### config.mk
export PLATFORM = sky130hd
export DESIGN_NAME = stretch_clk_gen
export DESIGN_NICKNAME = d
export VERILOG_FILES = /design/src/rtl/stretch_clk_pkg.sv /design/src/rtl/stretch_phase_tracker.sv /design/src/rtl/stretch_sync_latch.sv /design/src/rtl/stretch_toggle_gen.sv /design/src/rtl/stretch_clk_gen.sv
export SDC_FILE = /design/constraint.sdc
export NUM_CORES = 1
export LEC_CHECK = 0
export BUFFER_PORTS_ARGS = -buffer_cell sky130_fd_sc_hd__buf_4
export CAP_MARGIN = 20
export CORE_AREA = 5 5 42 44
export DETAILED_ROUTE_END_ITERATION = 12
export DIE_AREA = 0 0 47 49
export GPL_ROUTABILITY_DRIVEN = 0
export PLACE_DENSITY = 0.57
export SYNTH_ARGS = -nofsm -noshare
export SYNTH_HDL_FRONTEND = slang
export SYNTH_HIERARCHICAL = 1
export SYNTH_SLANG_ARGS = --single-unit
### constraint.sdc
create_clock -name clk_i -period 2.6 [get_ports clk_i]
set_clock_uncertainty 0.1 [all_clocks]
set_input_delay 0 -clock clk_i [delete_from_list [all_inputs] [get_ports clk_i]]
set_output_delay 0 -clock clk_i [all_outputs]
set_load 0.01 [all_outputs]
### src/rtl/stretch_clk_pkg.sv
package stretch_clk_pkg;
  parameter int unsigned TICKS_PER_HOST = 7;
  parameter int unsigned TOGGLES        = 4;
  localparam int unsigned TICK_W        = $clog2(TICKS_PER_HOST);
  typedef logic [TICK_W-1:0] tick_t;
endpackage

### src/rtl/stretch_phase_tracker.sv
module stretch_phase_tracker
  import stretch_clk_pkg::*;
#(
  parameter int unsigned TICKS = TICKS_PER_HOST
) (
  input  logic  clk_i,
  input  logic  rst_ni,
  input  logic  phi1_i,
  output logic  rise_o,
  output logic  started_o,
  output logic  running_o,
  output tick_t tick_o
);
  localparam tick_t LAST = tick_t'(TICKS - 1);

  logic  phi1_q;
  logic  started_q;
  tick_t tick_q;
  tick_t tick_d;

  assign rise_o = phi1_i & ~phi1_q;

  // saturate so a stuck phase never wraps back into the burst
  always_comb begin
    if (rise_o)              tick_d = '0;
    else if (tick_q == LAST) tick_d = LAST;
    else                     tick_d = tick_q + tick_t'(1);
  end

  always_ff @(posedge clk_i or negedge rst_ni) begin
    if (!rst_ni) begin
      phi1_q    <= 1'b0;
      started_q <= 1'b0;
      tick_q    <= '0;
    end else begin
      phi1_q <= phi1_i;
      if (rise_o) started_q <= 1'b1;
      if (started_q || rise_o) tick_q <= tick_d;
    end
  end

  assign tick_o    = tick_d;
  assign started_o = started_q;
  assign running_o = started_q | rise_o;
endmodule

### src/rtl/stretch_sync_latch.sv
module stretch_sync_latch (
  input  logic clk_i,
  input  logic rst_ni,
  input  logic rise_i,
  input  logic sync_req_i,
  output logic shift_o,
  output logic pend_o
);
  logic pend_q;
  logic shift_q;

  // a request on the rise edge itself applies to the cycle starting now
  assign shift_o = rise_i ? (pend_q | sync_req_i) : shift_q;
  assign pend_o  = pend_q;

  always_ff @(posedge clk_i or negedge rst_ni) begin
    if (!rst_ni) begin
      pend_q  <= 1'b0;
      shift_q <= 1'b0;
    end else begin
      shift_q <= shift_o;
      if (rise_i)          pend_q <= 1'b0;
      else if (sync_req_i) pend_q <= 1'b1;
    end
  end
endmodule

### src/rtl/stretch_toggle_gen.sv
module stretch_toggle_gen
  import stretch_clk_pkg::*;
#(
  parameter int unsigned NTOG = TOGGLES
) (
  input  logic  clk_i,
  input  logic  rst_ni,
  input  logic  phi1_i,
  input  logic  running_i,
  input  logic  shift_i,
  input  tick_t tick_i,
  output logic  clk_o
);
  localparam int unsigned EW = TICK_W + 2;
  typedef logic [EW-1:0] ext_t;

  ext_t lo;
  ext_t hi;
  ext_t cur;
  logic in_window;
  logic toggle;
  logic clk_q;

  assign cur       = ext_t'(tick_i);
  assign lo        = ext_t'(shift_i);
  assign hi        = lo + ext_t'(NTOG);
  assign in_window = (cur >= lo) && (cur < hi);
  assign toggle    = phi1_i & running_i & in_window;

  always_ff @(posedge clk_i or negedge rst_ni) begin
    if (!rst_ni) clk_q <= 1'b0;
    else if (toggle) clk_q <= ~clk_q;
  end

  assign clk_o = clk_q;
endmodule

### src/rtl/stretch_clk_gen.sv
module stretch_clk_gen
  import stretch_clk_pkg::*;
#(
  parameter int unsigned TICKS = TICKS_PER_HOST,
  parameter int unsigned NTOG  = TOGGLES
) (
  input  logic clk_i,
  input  logic rst_ni,
  input  logic phi1_i,
  input  logic sync_req_i,
  output logic cpclk_o
);
  logic  rise;
  logic  started;
  logic  running;
  logic  shift;
  logic  pend;
  tick_t tick_cur;

  stretch_phase_tracker #(.TICKS(TICKS)) i_phase (
    .clk_i    (clk_i),
    .rst_ni   (rst_ni),
    .phi1_i   (phi1_i),
    .rise_o   (rise),
    .started_o(started),
    .running_o(running),
    .tick_o   (tick_cur)
  );

  stretch_sync_latch i_sync (
    .clk_i     (clk_i),
    .rst_ni    (rst_ni),
    .rise_i    (rise),
    .sync_req_i(sync_req_i),
    .shift_o   (shift),
    .pend_o    (pend)
  );

  stretch_toggle_gen #(.NTOG(NTOG)) i_tog (
    .clk_i    (clk_i),
    .rst_ni   (rst_ni),
    .phi1_i   (phi1_i),
    .running_i(running),
    .shift_i  (shift),
    .tick_i   (tick_cur),
    .clk_o    (cpclk_o)
  );
endmodule

==> results.py, run 1 <==
metrics = {
    "outcome": {
        "status": "finished, final reports clean",
    },
    "detailed_routing": {
        "vias_per_cell": 4.54,
        "routed_wl_um": 709,
        "drc_errors": 0,
        "via_count": 304,
        "avgRoutedWirePerCell_um": 10.6,
        "drt_iter0_markers": 5,
        "ant_nets": 0,
        "firstDrtPassIters": 4,
    },
    "floorplan": {
        "start_util_pct": 31.9,
        "die_h_um": 49,
        "num_rows": 14,
        "boundaryPins": 5,
        "dieWidth_um": 47,
        "core_area_mm2": 0.00140,
        "design.die.area_mm2": 0.00230,
    },
    "global_routing": {
        "grt_pass1_vias": 310,
        "grt_remaining_overflow": 0,
        "antenna_found_initial": 0,
        "grt_pass1_wl_mm": 1.30,
        "grt_max_degree": 12,
        "grt_usage_pct": 8.06,
    },
    "power": {
        "p_clk_share_pct": 18.2,
        "p_int_w": 0.000328,
        "p_seq_share_pct": 37.1,
        "swShare_pct": 34.2,
        "ir_drop_v": 0.000353,
        "finalPower_w": 0.000498,
        "total_leakage_power_nw": 0.258,
        "p_per_area_mw_per_mm2": 892,
        "power_switching_w": 0.000170,
        "comb_power_share_pct": 44.7,
    },
    "sta": {
        "fmax_mhz": 490,
        "post-route-period-util_pct": 78.5,
        "slew_viol_final": 0,
        "maxSlewHeadroom_pct": 65.2,
        "finalSetupViolations": 0,
        "rsz0062_at_grt": "no",
        "hold_violations": 0,
        "fin_crit_ps": 2040,
        "tightest_slew_ps": 519,
        "worst_slack_ps": 560,
        "tns_ps": 0,
    },
    "worst_setup_path": {
        "worstPathArrival_ps": 2060,
        "critPathLaunchType": "flop",
        "critPathKind": "reg -> reg",
        "crit_path_end_kind": "flop",
        "cp_max_fo": 4,
        "r2r-end": "i_tog/clk_o$_DFFE_PN0P_",
        "reg2reg_slack_ps": 560,
        "endpoint": "i_tog/clk_o$_DFFE_PN0P_",
        "cp.required_ps": 2620,
        "r2r_start": "i_phase/tick_q[0]$_DFFE_PN0P_",
        "r2r_cells": 9,
        "setup.worst_path.start": "i_phase/tick_q[0]$_DFFE_PN0P_",
    },
    "yosys": {
        "synth_compound_area_share_pct": 10.6,
        "synth_fa_ha_area_share_pct": 8.40,
        "synth_common_cells": "dfrtp_1 (8), nor2_1 (6), ha_1 (3), inv_1 (3)",
        "ys_seq_elements": 8,
        "yosys.area_share.xor_xnor_pct": 1.96,
        "yosys.area_share.simple_pct": 26.9,
        "synth.distinct_cells": 21,
        "synth_top_area_cell": "dfrtp_1",
        "async_reset_ff_share_pct": 100,
        "postSynthAreaPerCell_um2": 11.2,
        "synth_top_area_share_pct": 44.8,
        "synth_nets": 47,
        "postSynthCellCount": 40,
        "synth_most_common_cell": "dfrtp_1",
        "ys.flop_type": "dfrtp_1",
        "muxShareOfSynthArea_pct": 2.24,
        "ys_warn_count": 6,
        "syn_area_um2": 447,
        "synthTopCellsByArea": "dfrtp_1 (45%), ha_1 (8.4%), nor4b_4 (5.3%), nor2_1 (5.0%), nand2b_4 (3.1%)",
        "yosysSeqAreaShare_pct": 44.8,
        "synth_edf_count": 0,
        "synth_top_family_by_area": "simple AND/OR/NAND/NOR gates",
    },
    "layout": {
        "final_cells": 67,
        "area_delta_synth_final_pct": 24.9,
        "layout.nets": 60,
        "n_antenna_cell": 0,
        "drive_gt1_share_pct": 27.5,
        "nFillCells": 144,
    },
    "placement": {
        "dp_hpwl_um": 529,
        "dpl.cell_count": 59,
        "place_ws_ps": 579,
        "io_buffers": 4,
    },
    "run": {
        "cap_violations": 0,
    },
    "worst_hold_path": {
        "hp-class": "in -> reg",
    },
    "clock_network": {
        "root_buffer": "clkbuf_4",
        "clk_latency_ps": 250,
        "clock_path_buffers": 2,
        "cts_tree": "yes",
        "path_clk_slew_ps": 50,
        "cts_buffers": 3,
        "cts.sinks": 8,
        "h-tree-depth": 1,
        "post_cts_resized": 0,
    },
}
cell usage in the layout (no fill, tap or decap), drive strengths merged:
master       n
nand2        2
dfrtp        8
xor2         1
nor2         6
clkbuf       3
nor3b        1
a211oi       2
nand3        1
buf          4
or2          2
and2b        1
a21oi        3
mux2i        1
ha           3
nor2b        1
nor4b        1
inv          3
dlygate4sd3  5
nand2b       2
a311oi       1
metrics by stage:
stage	util, %	cell area (µm²)	hold slack, ps
global placement	34.6	485	-275
floorplan	-	447	-396
finish	39.8	558	327
CTS	39.8	558	308
global route	39.8	558	320
detailed placement	34.6	485	-273
sequential cells by signal, indices dropped and copies added (netlist names):
name,cells
i_phase/phi1_q,1
i_phase/started_o,1
i_phase/tick_q,3
i_sync/pend_o,1
i_sync/shift_q,1
i_tog/clk_o,1
power groups by stage:
stage / Combinational (W) / Sequential (W) / Clock, W
final: 0.000222 / 0.000185 / 0.0000905
after global routing: 0.000252 / 0.000191 / 0.000104
after detailed placement: 0.000219 / 0.000187 / 0
after CTS: 0.000225 / 0.000185 / 0.0000990
after floorplan: 0.000176 / 0.000186 / 0
after global placement: 0.000213 / 0.000186 / 0
worst min-delay path by stage:
stage / slack, ps / cells after the start / endpoint / start
finish: 330 / 2 / i_phase/phi1_q$_DFF_PN0_ / phi1_i
global route: 320 / 2 / i_phase/phi1_q$_DFF_PN0_ / phi1_i
CTS: 310 / 2 / i_phase/phi1_q$_DFF_PN0_ / phi1_i
detailed placement: -270 / 1 / i_phase/phi1_q$_DFF_PN0_ / rst_ni
global placement: -270 / 1 / i_sync/pend_o$_DFFE_PN0P_ / rst_ni
floorplan: -400 / 0 / i_phase/phi1_q$_DFF_PN0_ / rst_ni
worst max-delay path: stages (launching register included):
cell and delay (ps):
dfrtp_1 380, inv_1 70, ha_1 200, nand2_1 80, nor3b_1 250, inv_1 70
ha_1 300, nor4b_4 220, a211oi_2 80, xor2_1 160
kinds of logic after synthesis:
kind of cell | after synthesis
AND/OR/NAND/NOR | 17
flip-flops | 8
AO/OA/AOI/OAI | 6
buffers and inverters | 4
adder cells (fa/ha/maj) | 3
XOR/XNOR | 1
multiplexers | 1
area by class of cell:
cell class	instances	area (µm²)	area share, %
inverters	3	11.3	2.02
well taps	16	20.0	3.59
clock buffers	3	22.5	4.04
repair buffers	9	80.1	14.3
flip-flops and latches	8	200	35.9
multi-input cells	28	224	40.1
repair_timing:
item,4_1_cts,5_1_grt
hold buffers,5,0
endpoints found under the setup margin,0,0
hold endpoints to repair,10,0
setup buffers,0,0
metal layers:
| metal | wire length, µm | GRT usage [%] |
|---|---|---|
| met5 | 0 | 0 |
| met4 | 0 | 2.76 |
| met3 | 22 | 5.54 |
| met2 | 340 | 10.6 |
| met1 | 346 | 10.2 |
Power figures use the tool's default switching activity.
==> run 2, diff against run 1 <==
Settings changed: ABC_AREA set to 1, PLACE_DENSITY 0.57 to 0.59.
Clock period 2.6 ns to 1.6 ns, I/O delays scaled along.
==> results.py, run 2 <==
metrics = {
    "outcome": {
        "status": "finished, final reports clean",
    },
    "yosys": {
        "postSynthCellCount": 57,
        "ys.flop_type": "dfrtp_1",
        "synth.distinct_cells": 14,
        "synth_edf_count": 0,
        "yosysSeqAreaShare_pct": 44.1,
        "synth_nets": 64,
        "synth_common_cells": "nand2_1 (14), inv_1 (12), dfrtp_1 (8), nand3_1 (4), nor2_1 (4)",
        "postSynthAreaPerCell_um2": 7.97,
        "ys_warn_count": 6,
        "async_reset_ff_share_pct": 100,
        "synthTopCellsByArea": "dfrtp_1 (44%), nand2_1 (12%), inv_1 (9.9%), ha_1 (8.3%), nand3_1 (4.4%)",
        "syn_area_um2": 454,
        "ys_seq_elements": 8,
        "synth_top_area_share_pct": 44.1,
        "synth_most_common_cell": "nand2_1",
        "synth_top_area_cell": "dfrtp_1",
    },
    "layout": {
        "nFillCells": 138,
        "drive_gt1_share_pct": 30.6,
        "final_common_cell": "nand2_1",
        "area_delta_synth_final_pct": 36.4,
        "regMostFlops": "i_phase/tick_q",
        "n_antenna_cell": 0,
        "final_util_pct": 44.2,
        "largest_register_ffs": 3,
        "layout.nets": 81,
        "mostFrequentLayoutCells": "nand2_1 (12), inv_1 (11), dfrtp_1 (8), buf_4 (8)",
    },
    "sta": {
        "hold_violations": 0,
        "fin_crit_ps": 1590,
        "rsz0062_at_grt": "yes",
        "hold_slack_ps": 326,
        "post-route-period-util_pct": 99.3,
        "finalSetupViolations": 0,
        "fmax_mhz": 629,
        "slew_viol_final": 0,
        "tightest_slew_ps": 374,
        "maxSlewHeadroom_pct": 75.0,
    },
    "worst_setup_path": {
        "critPathLaunchType": "flop",
        "cp_cell_sequence": "ha_4, nand2_4, nand2_2, nor2_1, inv_1, ha_1, nor2_1, nand2_1, nand3_1, nand2_1, nand2_1",
        "worstPathArrival_ps": 1680,
        "cp_max_fo": 2,
        "cp.required_ps": 1690,
        "crit_path_end_kind": "flop",
        "critical_path_buf_inv_count": 1,
        "critPathMaxStageDelay_ps": 410,
        "timing.critical_path.mode_cell": "nand2_1",
        "critPathSlowestCell": "dfrtp_1",
        "critPathKind": "reg -> reg",
        "crit_family": "simple AND/OR/NAND/NOR gates",
    },
    "clock_network": {
        "clk_latency_ps": 260,
        "cts_setup_buffers": 0,
        "cts_buffers": 3,
        "h-tree-depth": 1,
        "root_buffer": "clkbuf_4",
        "cts_tree": "yes",
        "path_clk_slew_ps": 60,
        "cts.sinks": 8,
        "clock_path_buffers": 2,
    },
    "power": {
        "ir_drop_v": 0.000651,
        "total_leakage_power_nw": 0.335,
        "finalPower_w": 0.000913,
        "p_per_area_mw_per_mm2": 1470,
    },
    "detailed_routing": {
        "firstDrtPassIters": 4,
        "avgRoutedWirePerCell_um": 9.23,
        "vias_per_cell": 4.38,
        "drc_errors": 0,
        "drt_iter0_markers": 5,
        "via_count": 385,
        "routed_wl_um": 812,
        "ant_nets": 0,
    },
    "floorplan": {
        "die_h_um": 49,
        "num_rows": 14,
        "design.die.area_mm2": 0.00230,
        "boundaryPins": 5,
        "dieWidth_um": 47,
        "core_area_mm2": 0.00140,
        "start_util_pct": 32.4,
    },
    "global_routing": {
        "antenna_found_initial": 0,
        "grt_pass1_wl_mm": 1.35,
        "grt_pass1_vias": 356,
        "grt_remaining_overflow": 0,
        "grt_max_degree": 9,
        "grt_usage_pct": 8.58,
    },
    "placement": {
        "dp_hpwl_um": 600,
        "io_buffers": 4,
    },
    "worst_hold_path": {
        "hp-class": "in -> reg",
    },
    "run": {
        "cap_violations": 0,
    },
}
## run 2: cell types whose count changed in the layout (fill, tap and decap cells not counted), sizes merged, moves of 3 or more
cell,before,now
nand2,2,17
inv,3,13
a21oi,3,0
nand3,1,4
buf,4,8
nand4,0,3
## run 2: logic make-up after synthesis
group / Yosys count / share of synthesized area, %
buffers and inverters: 13 / 11.3
AND/OR/NAND/NOR: 31 / 34.2
AO/OA/AOI/OAI: 2 / 2.20
flip-flops: 8 / 44.1
adder cells (fa/ha/maj): 3 / 8.27
## run 2: what timing repair did
action                                  in CTS  in global routing
pin swaps                                    2                  4
hold buffers                                 4                  0
endpoints found under the setup margin       1                  1
gates resized for setup                      2                  4
hold endpoints to repair                    11                  0
## run 2: per-stage QoR
step	TNS [ps]	setup slack [ps]	cell area [µm²]	instances
CTS	0	3.43	602	88
detailed placement	-41.8	-41.8	534	81
finish	0	10.8	619	88
floorplan	0	39.8	454	57
global route	-98.8	-98.8	619	88
global placement	-28.0	-28.0	534	81
## run 2: final cells by class
class / instances / area [µm²] / share of cell area, %
timing repair buffer: 12 / 100 / 16.2
tap: 16 / 20.0 / 3.23
sequential: 8 / 200 / 32.3
clock buffer: 3 / 22.5 / 3.64
inverter: 13 / 51.3 / 8.28
multi-input combinational: 36 / 225 / 36.4
## run 2: worst paths after layout
kind	startpoint	end	slack, ps	cells after the start
hold / removal	phi1_i	i_phase/phi1_q$_DFF_PN0_	330	2
setup / recovery	i_phase/tick_q[1]$_DFFE_PN0P_	i_tog/clk_o$_DFFE_PN0P_	10	11
setup reg to reg	i_phase/tick_q[1]$_DFFE_PN0P_	i_tog/clk_o$_DFFE_PN0P_	10	11
max in group asynchronous	rst_ni	i_sync/pend_o$_DFFE_PN0P_	510	3
hold reg to reg	i_sync/shift_q$_DFF_PN0_	i_sync/shift_q$_DFF_PN0_	380	2
min in group asynchronous	rst_ni	i_phase/started_o$_DFFE_PN0P_	620	3
## run 2: metal layers
layer	track usage [%]	vias to the layer above	part of all wire [%]
li1	-	206	-
met5	0	-	0
met3	2.21	2	4.1
met2	12.2	6	50
met1	10.3	171	45
met4	6.91	0	0.74
## run 2: power by group
group | internal (W) | leakage, nW | switching [W]
combinational | 0.000228 | 0.228 | 0.000219
clock | 0.0000862 | 0.0138 | 0.0000730
sequential | 0.000258 | 0.0925 | 0.0000491
## run 2: worst reg2reg max path, cell delays in order (launching register included)
cell and delay (ps):
dfrtp_1 410, ha_4 180, nand2_4 60, nand2_2 40, nor2_1 90, inv_1 40, ha_1 260, nor2_1 100
nand2_1 70, nand3_1 70, nand2_1 60, nand2_1 60
==> run 3, diff against run 2 <==
Settings changed: CELL_PAD_IN_SITES_DETAIL_PLACEMENT set to 0, CELL_PAD_IN_SITES_GLOBAL_PLACEMENT set to 2, CORE_AREA 5 5 42 44 to unset, CORE_MARGIN set to 5, CORE_UTILIZATION set to 27, DIE_AREA 0 0 47 49 to unset, PLACE_DENSITY 0.59 to 0.64.
==> results.py, run 3 (same netlist as run 2, synthesis figures left out) <==
metrics = {
    "outcome": {
        "status": "finished, final reports clean",
    },
    "power": {
        "ir_drop_v": 0.000623,
        "p_int_w": 0.000590,
        "p_per_area_mw_per_mm2": 1450,
        "p_clk_share_pct": 16.0,
        "total_leakage_power_nw": 0.353,
        "comb_power_share_pct": 50.8,
        "p_seq_share_pct": 33.2,
        "power_switching_w": 0.000342,
        "swShare_pct": 36.7,
    },
    "worst_setup_path": {
        "cp.required_ps": 1630,
        "worstPathArrival_ps": 1630,
        "critPathMaxStageDelay_ps": 410,
        "r2r-end": "i_tog/clk_o$_DFFE_PN0P_",
        "crit_path_end_kind": "flop",
        "r2r_cells": 10,
        "timing.critical_path.mode_cell": "nand2_1",
        "cp_max_fo": 2,
        "r2r_start": "i_phase/tick_q[1]$_DFFE_PN0P_",
        "critPathKind": "reg -> reg",
        "cp_cell_sequence": "ha_4, nand2_4, nand2_2, nor2_2, inv_1, ha_1, nor2_1, nand2_1, nand4_1, nand2_1",
        "critPathLaunchType": "flop",
        "critPathSlowestCell": "dfrtp_1",
        "reg2reg_slack_ps": 3,
    },
    "detailed_routing": {
        "routed_wl_um": 894,
        "avgRoutedWirePerCell_um": 9.93,
        "wl_met3_um": 58,
        "dr.max_layer_used": "met3",
        "ant_nets": 0,
        "drc_errors": 0,
        "vias_per_cell": 4.13,
        "met2WireLength_um": 358,
        "drt_iter0_markers": 8,
        "via_count": 372,
        "firstDrtPassIters": 2,
        "drt-met1-wl_um": 477,
    },
    "sta": {
        "maxSlewHeadroom_pct": 85.9,
        "hold_violations": 0,
        "rsz0062_at_grt": "yes",
        "finalSetupViolations": 0,
        "slew_viol_final": 0,
        "post-route-period-util_pct": 99.8,
        "fin_crit_ps": 1600,
        "fmax_mhz": 626,
        "worst_slack_ps": 3.01,
        "tightest_slew_ps": 212,
    },
    "clock_network": {
        "path_clk_slew_ps": 60,
        "cts_buffers": 3,
        "clk_latency_ps": 250,
        "cts.sinks": 8,
        "root_buffer": "clkbuf_4",
        "cts_setup_buffers": 0,
        "clock_path_buffers": 2,
        "cts_tree": "yes",
        "h-tree-depth": 1,
    },
    "layout": {
        "n_antenna_cell": 0,
        "mostFrequentLayoutCells": "nand2_1 (12), inv_1 (11), buf_4 (9)",
        "largest_register_ffs": 3,
        "final_common_cell": "nand2_1",
        "final_area_um2": 642,
        "regMostFlops": "i_phase/tick_q",
        "area_delta_synth_final_pct": 41.3,
        "drive_gt1_share_pct": 32.4,
        "final_cells": 90,
        "layout.nets": 83,
    },
    "floorplan": {
        "dieWidth_um": 51.0,
        "core_area_mm2": 0.00156,
        "num_rows": 14,
        "design.die.area_mm2": 0.00260,
        "boundaryPins": 5,
        "die_h_um": 51.0,
        "start_util_pct": 29.1,
    },
    "global_routing": {
        "grt_remaining_overflow": 0,
        "grt_usage_pct": 8.16,
        "grt_pass1_wl_mm": 1.53,
        "grt_pass1_vias": 357,
        "antenna_found_initial": 0,
        "grt_max_degree": 8,
    },
    "placement": {
        "io_buffers": 4,
        "place_area_um2": 542,
        "dpl.cell_count": 82,
        "place_ws_ps": -48.8,
        "dp_hpwl_um": 652,
    },
    "worst_hold_path": {
        "holdPathStages": 2,
        "hp-start": "phi1_i",
        "hold_end": "i_phase/phi1_q$_DFF_PN0_",
        "hp-class": "in -> reg",
    },
    "run": {
        "cap_violations": 0,
    },
}
==> run 3: cell types whose count changed in the layout (fill, tap and decap cells not counted), sizes merged <==
| cell | change |
|---|---|
| buf | +1 |
| dlymetal6s4s | +1 |
==> run 3: power groups by stage <==
stage	sequential [W]	combinational (W)	clock, W
after floorplan	0.000300	0.000262	0
after global placement	0.000301	0.000418	0
after detailed placement	0.000298	0.000414	0
after CTS	0.000304	0.000461	0.000162
after global routing	0.000315	0.000538	0.000179
final	0.000309	0.000473	0.000149
==> run 3: stage by stage <==
stage	hold slack [ps]	total power (W)	setup TNS [ps]	utilization [%]
2_1_floorplan	-396	0.000562	0	-
3_3_place_gp	-273	0.000719	-20.1	34.8
3_5_place_dp	-274	0.000712	-48.8	34.8
4_1_cts	331	0.000927	-15.9	40.4
5_1_grt	349	0.00103	-140	41.2
6_report	347	0.000932	0	41.2
==> run 3: final cells by class <==
| type | count | area (µm²) |
|---|---|---|
| tap | 16 | 20.0 |
| clock buffer | 3 | 22.5 |
| timing repair buffer | 14 | 120 |
| inverter | 13 | 51.3 |
| sequential | 8 | 200 |
| multi-input combinational | 36 | 228 |
| fill | 164 | 917 |
==> run 3: routing by layer <==
metal,GRT usage (%),vias up
met1,11.2,155
li1,-,210
met5,0,-
met2,10.5,7
met4,1.35,0
met3,5.52,0
==> run 3: worst max-delay path, delay by kind of cell (launching register included) <==
kind	cells	cell delay (ps)
AND/OR/NAND/NOR	7	480
adder cells (fa/ha/maj)	2	440
flip-flops	1	410
buffers and inverters	1	40
==> run 3: timing repair <==
| action | 4_1_cts | 5_1_grt |
|---|---|---|
| gates cloned | 0 | 0 |
| hold buffers | 5 | 0 |
| hold endpoints to repair | 11 | 0 |
| resized for setup | 4 | 4 |
| pin swaps | 3 | 3 |
| endpoints found under the setup margin | 1 | 5 |
==> run 3: how the worst max path moves through the flow <==
stage / startpoint / to / cells after the start
2_1_floorplan: i_phase/tick_q[0]$_DFFE_PN0P_ / i_tog/clk_o$_DFFE_PN0P_ / 11
3_3_place_gp: i_phase/tick_q[0]$_DFFE_PN0P_ / i_tog/clk_o$_DFFE_PN0P_ / 11
3_5_place_dp: i_phase/tick_q[0]$_DFFE_PN0P_ / i_tog/clk_o$_DFFE_PN0P_ / 11
4_1_cts: i_phase/tick_q[1]$_DFFE_PN0P_ / i_tog/clk_o$_DFFE_PN0P_ / 10
5_1_grt: i_phase/tick_q[0]$_DFFE_PN0P_ / i_tog/clk_o$_DFFE_PN0P_ / 11
6_report: i_phase/tick_q[1]$_DFFE_PN0P_ / i_tog/clk_o$_DFFE_PN0P_ / 10
